File: config.mk
export PLATFORM = sky130hd
export DESIGN_NAME = esc_chain_top
export DESIGN_NICKNAME = d
export VERILOG_FILES = /design/src/rtl/esc_pkg.sv /design/src/rtl/esc_shift_bank.sv /design/src/rtl/esc_hold_bank.sv /design/src/rtl/esc_chain_top.sv
export SDC_FILE = /design/constraint.sdc
export NUM_CORES = 1
export LEC_CHECK = 0
export BUFFER_PORTS_ARGS = -buffer_cell sky130_fd_sc_hd__buf_2
export CAP_MARGIN = 25
export CORE_UTILIZATION = 45
export DETAILED_ROUTE_END_ITERATION = 8
export PLACE_DENSITY = 0.76
export SLEW_MARGIN = 20
export SYNTH_ARGS = -nofsm -noshare
export SYNTH_HDL_FRONTEND = slang
export SYNTH_SLANG_ARGS = --single-unit
File: constraint.sdc
create_clock -name clk -period 0.8 [get_ports clk]
set_input_delay 0.08 -clock clk [delete_from_list [all_inputs] [get_ports clk]]
set_output_delay 0.08 -clock clk [all_outputs]
set_load 0.005 [all_outputs]
File: src/rtl/esc_pkg.sv
package esc_pkg;
    typedef enum logic {
        MODE_NORMAL = 1'b0,
        MODE_SCAN   = 1'b1
    } esc_mode_e;
endpackage

File: src/rtl/esc_shift_bank.sv
module esc_shift_bank #(
    parameter int N = 16
) (
    input  logic         clk,
    input  logic         rst_n,
    input  logic         test_ctl,
    input  logic         scan_in,
    input  logic [N-1:0] capt_i,
    output logic [N-1:0] chain_d,
    output logic [N-1:0] chain_q
);
    import esc_pkg::*;

    localparam int LAST = N - 1;

    typedef struct packed {
        logic [LAST:0] bits;
    } bank_t;

    bank_t     bank_d;
    bank_t     bank_q;
    esc_mode_e mode;

    assign mode = esc_mode_e'(test_ctl);

    always_comb begin
        bank_d = bank_q;
        if (!rst_n) begin
            bank_d.bits = '0;
        end else if (mode == MODE_SCAN) begin
            bank_d.bits = {bank_q.bits[LAST-1:0], scan_in};
        end else begin
            bank_d.bits = capt_i;
        end
    end

    always_ff @(posedge clk) begin
        bank_q <= bank_d;
    end

    assign chain_d = bank_d.bits;
    assign chain_q = bank_q.bits;
endmodule

File: src/rtl/esc_hold_bank.sv
module esc_hold_bank #(
    parameter int N = 16
) (
    input  logic         clk,
    input  logic         rst_n,
    input  logic         hold,
    input  logic [N-1:0] chain_d,
    input  logic [N-1:0] chain_q,
    output logic [N-1:0] state_o
);
    for (genvar g = 0; g < N; g++) begin : g_cell
        typedef struct packed {
            logic held;
        } cell_t;

        cell_t cell_d;
        cell_t cell_q;

        always_comb begin
            cell_d = cell_q;
            if (!rst_n) begin
                cell_d.held = 1'b0;
            end else if (!hold) begin
                cell_d.held = chain_d[g];
            end
        end

        always_ff @(posedge clk) begin
            cell_q <= cell_d;
        end

        assign state_o[g] = hold ? cell_q.held : chain_q[g];
    end
endmodule

File: src/rtl/esc_chain_top.sv
module esc_chain_top #(
    parameter int N = 16
) (
    input  logic         clk,
    input  logic         rst_n,
    input  logic         test_ctl,
    input  logic         hold,
    input  logic         scan_in,
    input  logic [N-1:0] capt_i,
    output logic [N-1:0] state_o,
    output logic         scan_out
);
    logic [N-1:0] chain_d;
    logic [N-1:0] chain_q;

    esc_shift_bank #(.N(N)) i_shift (
        .clk      (clk),
        .rst_n    (rst_n),
        .test_ctl (test_ctl),
        .scan_in  (scan_in),
        .capt_i   (capt_i),
        .chain_d  (chain_d),
        .chain_q  (chain_q)
    );

    esc_hold_bank #(.N(N)) i_hold (
        .clk     (clk),
        .rst_n   (rst_n),
        .hold    (hold),
        .chain_d (chain_d),
        .chain_q (chain_q),
        .state_o (state_o)
    );

    assign scan_out = chain_q[N-1];
endmodule

======== Word-level counts from Yosys, hierarchy flattened ========
Cells that the tools add are included.
word-level totals
  word-level logic and storage cells ...... 35
  memories ................................ 0
  memory bits (writable) .................. 0
  bits in latches ......................... 0
  register bits ........................... 32
  memory bits (read-only) ................. 0
operators by class
  shift operators ......................... 0
  bitwise logic cells ..................... 0
  magnitude comparators ................... 0
  add/sub/neg operators ................... 0
  reductions and logical operators ........ 0
  multipliers ............................. 0
  div/mod/pow operators ................... 0
  multiplexer cells ....................... 18
  equality and inequality tests ........... 0
operator list
  kind     count
  $mux 16  2
  $mux 1   16

======== Longest topological paths before layout ========
Gate-level depths: netlist (run 1).
  word-level depth ........................ 2
  gate-level depth with buffers ........... 4

======== By module ========
Synthesis (run 1) repeated with hierarchy kept, for this count alone.
unflattened totals
  cell total of the unflattened synthesis .. 153
  area, all modules ....................... 1452.6 µm²
by module, submodules not included
  module          cells an instance  instances  area each (µm²)  sequential area each (µm²)
  esc_hold_bank   102                1          837.1            320.3
  esc_shift_bank  51                 1          615.6            320.3

======== Worst setup path before layout (run 1) ========
OpenSTA, ideal clock, no wires.
  path kind ............................... input to register
  from .................................... input test_ctl
  to ...................................... register i_hold.g_cell[1].cell_q
  slack ................................... 40 ps
  data arrival time ....................... 626 ps
  required time ........................... 666 ps
  stages on the path ...................... 4
  path through ............................ buf_6 -> buf_12 -> mux2i_1 -> a211oi_1
on the way
  cells in the longest elaborated chain, start to end .. 2
ends and longest elaborated chain
  item                    line                  source
  start: declaration      esc_chain_top.sv:6    input logic test_ctl,
  $mux 16                 esc_shift_bank.sv:30  end else if (mode == MODE_SCAN) begin
  $mux 16                 esc_shift_bank.sv:28  if (!rst_n) begin
  end signal: assignment  esc_hold_bank.sv:29   cell_q <= cell_d;
  end: declaration        esc_hold_bank.sv:17   cell_t cell_q;
No other way between the ends.
A chain may end at the register's enable or synchronous reset.

======== Final worst setup path (run 1) ========
  from .................................... register i_shift.bank_q, in the netlist i_shift.chain_q[0]
  to ...................................... output state_o[0]
on the way
  cells in the longest elaborated chain, start to end .. 1
ends and longest elaborated chain
  item                      line                  source
  start: declaration        esc_shift_bank.sv:21  bank_t bank_q;
  start signal: assignment  esc_shift_bank.sv:38  bank_q <= bank_d;
  $mux 1                    esc_hold_bank.sv:32   assign state_o[g] = hold ? cell_q.held : chain_q[g];
  end: declaration          esc_chain_top.sv:10   output logic [N-1:0] state_o,
No other way between the ends.

==> flow_summary.yaml, run 1 <==
layout:
  finalInstanceArea_sq_mm: 0.00208
  syn_to_final_growth_pct: 56.4
  nets: 202
  layout_common_cells: "dfxtp_2, buf_2, buf_6"
  drive_above_1_share_pct: 62.6
  post-route-util_pct: 74.8
  final_common_cell: "dfxtp_2"
  n_antenna_cell: 0
min_path:
  hold_depth: 3
  hold_class: "primary input to flip-flop"
  min_from: "capt_i[1]"
global_routing:
  grt_usage_pct: 20.5
  grt_pass1_wl_microns: 4860
  antenna_found_initial: 0
  grt-ovfl-total: 0
  first_global_vias: 1078
  grt_max_degree: 33
clocking:
  root_buffer: "clkbuf_4"
  numCtsBuffers: 5
  cts_tree: "built"
  clock_sinks: 32
  insertion_delay_ns: 0.34
  cts_buffer_depth: 2
  path_clk_slew_ns: 0.10
  htree_levels: 2
logic_synthesis:
  synth.area.top_cells: "dfxtp_1, mux2_2, mux2i_1, a211oi_1, nor2b_1"
  yosysTopAreaCell: "dfxtp_1"
  ys_seq_area_share_pct: 48.2
  synth_cell_types: 11
  synth.top_cell.area_share_pct: 48.2
  synth_seq_cells: 32
  avgSynthCellArea_sq_um: 10.8
  synthCells: 123
  yosysWarnings: 0
  synth_fp_nets: 144
  netlist_area_sq_mm: 0.00133
sta:
  fin_ws_ns: -0.344
  slew_violations: 0
  finClkSkew_ns: 0.00842
  fin_crit_sh_pct: 143
  worst_pin_slew_ns: 0.234
  hold_viol: 0
  fin_setup_tns_ns: -5.33
  slew_headroom_pct: 84.0
  fmax_ghz: 0.874
  min_period_ns: 1.14
  setup_viol: 18
  rsz0062_at_grt: "yes"
  hold_slack_ns: 0.0207
setup_path:
  endpoint_kind: "output port"
  r2r_start: "i_shift.chain_q[12]$_DFF_P_"
  worstSetupStartpointType: "flip-flop"
  critical_path_arrival_ns: 1.06
  reg2regPathDepth: 3
  cp_max_fo: 2
  worstSetupPathType: "flip-flop to output port"
  critPathLaunch: "i_shift.chain_q[0]$_DFF_P_"
  required_ns: 0.72
floorplan:
  core_area_sq_mm: 0.00278
  die_w_microns: 56.4
  start_util_pct: 47.8
  io_pins: 38
  num_rows: 19
  dieArea_sq_mm: 0.00318
  die_y_microns: 56.4
pwr:
  switching_share_pct: 26.1
  combinationalPowerShare_pct: 21.9
  pwr-share-clk_pct: 27.7
  peakVddDrop_uv: 1700
  p_per_area_mw_per_mm2: 1690
  switching_power_uw: 919
  intPower_mw: 2.60
  p_leak_nw: 0.937
  finalPower_mw: 3.52
  seq_power_share_pct: 50.3
detailed_routing:
  first_pass_iters: 4
  vias: 1090
  wl_microns: 3130
  route.detailed.drc: 0
  routed_via_density: 5.12
  drt_iter0_markers: 16
  routedWlPerCell_microns: 14.7
  antenna_left: 0
run_status:
  violations: "negative setup slack"
  run_status: "complete, but fails checks"
placed_design:
  io_buffer_count: 37
  dp_hpwl_microns: 1880
  gp_congestion: 0.705
  post_dp_cell_area_sq_mm: 0.00160
flow_run:
  drv_cap: 0
==> synth_stat cells <==
cell type / number
nor2_1: 16
dfxtp_1: 32
mux2_2: 16
buf_6: 1
buf_12: 1
a211oi_1: 16
inv_1: 2
buf_2: 3
mux2i_1: 16
nor2b_1: 16
clkbuf_1: 4
==> stage by stage <==
step | setup slack [ns] | cells
6_report | -0.344 | 213
5_1_grt | -0.382 | 213
4_1_cts | -0.348 | 212
3_5_place_dp | -0.139 | 190
3_3_place_gp | -0.117 | 190
2_1_floorplan | 0.0399 | 123
==> final timing paths <==
| kind | slack [ns] | endpoint |
|---|---|---|
| setup reg to reg | 0 | i_hold.g_cell[13].cell_q$_SDFFE_PN0N_ |
| setup / recovery | -0.34 | state_o[0] |
| hold reg to reg | 0.52 | i_hold.g_cell[11].cell_q$_SDFFE_PN0N_ |
| hold / removal | 0.02 | i_shift.chain_q[1]$_DFF_P_ |
==> critical path, stage by stage (launching register included) <==
cell and delay, ns:
dfxtp_2 0.34, mux2_4 0.27, buf_6 0.12
==> final cells by class <==
type | count | area, sq um
repair buffers | 60 | 527
clock inverters | 2 | 10.0
inverters | 2 | 7.51
clock buffers | 6 | 51.3
well taps | 31 | 38.8
fillers | 181 | 701
multi-input cells | 80 | 774
flip-flops and latches | 32 | 672
==> what timing repair did <==
action                                 CTS  global route
setup endpoints to repair               17            32
endpoints found under the hold margin    7             0
setup buffers                            6             3
pin swaps                                1             9
resized for setup                       22            53
hold buffers                             8             0
==> registers in the layout, indices dropped and copies added, names as in the netlist <==
| name | flops |
|---|---|
| i_hold.g_cell.cell_q | 16 |
| i_shift.chain_q | 16 |
==> cells by family (layout without fill, tap and decap cells) <==
logic type | after synthesis | in the layout | synth area share, %
AOI/OAI and AO/OA | 16 | 16 | 9.03
buffers and inverters | 11 | 70 | 5.17
DFF | 32 | 32 | 48.2
muxes | 32 | 32 | 25.6
and+or+nand+nor | 32 | 32 | 12.0
==> metal layers <==
metal	track usage, %	share of wire [%]	vias up	wire length, microns
met1	24.6	44	499	1370
met5	0	0	-	0
li1	-	-	545	-
met3	6.22	5.2	9	164
met4	10.8	2.1	0	65
met2	32.8	49	37	1530
==> power groups by stage <==
stage	Sequential, mW	Combinational (mW)	Clock (mW)
final	1.77	0.772	0.977
after global routing	1.79	0.829	1.07
after CTS	1.76	0.608	1.00
after detailed placement	1.79	0.504	0
after global placement	1.78	0.490	0
after floorplan	1.77	0.311	0
(Power assumes the default switching activity.)
==> inputs of run 2 (changes only) <==
Settings changed: CORE_MARGIN set to 3.
==> flow_summary.yaml, run 2 (synthesis gave the netlist of run 1 again) <==
sta:
  slew_headroom_pct: 84.0
  fin_ws_ns: -0.340
  fin_setup_tns_ns: -5.18
  hold_viol: 0
  slew_violations: 0
  worst_pin_slew_ns: 0.234
  rsz0062_at_grt: "yes"
  hold_slack_ns: 0.00660
  finClkSkew_ns: 0.0153
  fin_crit_sh_pct: 143
  setup_viol: 18
  min_period_ns: 1.14
  fmax_ghz: 0.877
layout:
  n_antenna_cell: 0
  finalInstanceArea_sq_mm: 0.00198
  fin_cells: 204
  drive_above_1_share_pct: 64.2
  nets: 194
  layout_common_cells: "dfxtp_2, buf_2, nor2_1, nor2b_1, buf_6"
  syn_to_final_growth_pct: 48.7
  final_common_cell: "dfxtp_2"
floorplan:
  num_rows: 19
  core_area_sq_mm: 0.00278
  start_util_pct: 47.8
  io_pins: 38
  die_w_microns: 60.4
  dieArea_sq_mm: 0.00364
  die_y_microns: 60.4
pwr:
  peakVddDrop_uv: 1800
  finalPower_mw: 3.35
  p_per_area_mw_per_mm2: 1690
  p_leak_nw: 0.887
global_routing:
  use_met3_pct: 8.30
  first_global_vias: 976
  use_met1_pct: 20.0
  grt-ovfl-total: 0
  grt_max_degree: 33
  busiest_layer: "met2"
  grt_usage_pct: 16.5
  global_route.usage.met2_pct: 25.8
  antenna_found_initial: 0
  grt_pass1_wl_microns: 4420
run_status:
  violations: "negative setup slack"
  run_status: "complete, but fails checks"
clocking:
  clock_sinks: 32
  htree_levels: 2
  path_clk_slew_ns: 0.10
  insertion_delay_ns: 0.33
  cts_buffer_depth: 2
  cts_tree: "built"
  root_buffer: "clkbuf_4"
  numCtsBuffers: 5
detailed_routing:
  route.detailed.drc: 0
  routed_via_density: 5.09
  drt_iter0_markers: 18
  wl_microns: 2910
  first_pass_iters: 4
  routedWlPerCell_microns: 14.3
  vias: 1038
  antenna_left: 0
setup_path:
  worstSetupPathType: "flip-flop to output port"
  endpoint_kind: "output port"
  ff2ff_setup_slack_ns: -0.01
  critical_path_arrival_ns: 1.06
  worstSetupStartpointType: "flip-flop"
  required_ns: 0.72
  cp_max_fo: 2
min_path:
  hold_class: "primary input to flip-flop"
placed_design:
  dp.cells: 191
  gp_congestion: 0.675
  dp_hpwl_microns: 1890
  io_buffer_count: 37
  post_dp_cell_area_sq_mm: 0.00161
flow_run:
  drv_cap: 0
-- run 2: per-stage QoR --
step / worst slack (ns) / util [%]
5_1_grt: -0.382 / 71.1
3_5_place_dp: -0.150 / 57.9
4_1_cts: -0.338 / 62.5
6_report: -0.340 / 71.1
2_1_floorplan: 0.0399 / -
3_3_place_gp: -0.137 / 57.9
-- run 2: path summary, 6_finish.rpt --
kind | start | to | cells after the start
worst max register to register | i_shift.chain_q[4]$_DFF_P_ | i_hold.g_cell[5].cell_q$_SDFFE_PN0N_ | 3
worst min register to register | i_hold.g_cell[11].cell_q$_SDFFE_PN0N_ | i_hold.g_cell[11].cell_q$_SDFFE_PN0N_ | 2
worst max-delay path | i_shift.chain_q[1]$_DFF_P_ | state_o[1] | 2
worst min-delay path | capt_i[0] | i_shift.chain_q[0]$_DFF_P_ | 3
-- run 2: critical path: stages (launching register included) --
cell and delay [ns]:
dfxtp_2 0.33, mux2_4 0.28, buf_6 0.12
-- run 2: what timing repair did --
item,CTS,global route
endpoints found under the setup margin,18,30
hold buffers,0,1
buffers inserted,4,1
resized for setup,18,54
endpoints found under the hold margin,0,1
pin swaps,1,8
-- run 2: where the power goes --
| part | total, mW | internal (mW) | switching (mW) |
|---|---|---|---|
| clock | 0.851 | 0.323 | 0.527 |
| sequential | 1.77 | 1.71 | 0.0567 |
| combinational | 0.725 | 0.437 | 0.289 |
| total | 3.35 | 2.47 | 0.873 |
-- run 2: metal layers --
| layer | part of all wire [%] | vias to the layer above |
|---|---|---|
| met5 | 0 | - |
| met4 | 1.1 | 0 |
| met3 | 6.8 | 6 |
| met2 | 49 | 28 |
| met1 | 43 | 478 |
| li1 | - | 526 |
-- run 2: layout make-up --
class / count / area [sq um]
clock inverter: 1 / 5.00
clock buffer: 6 / 41.3
fill: 201 / 803
timing repair buffer: 52 / 443
inverter: 2 / 7.51
sequential: 32 / 672
multi-input combinational: 80 / 771
tap: 31 / 38.8
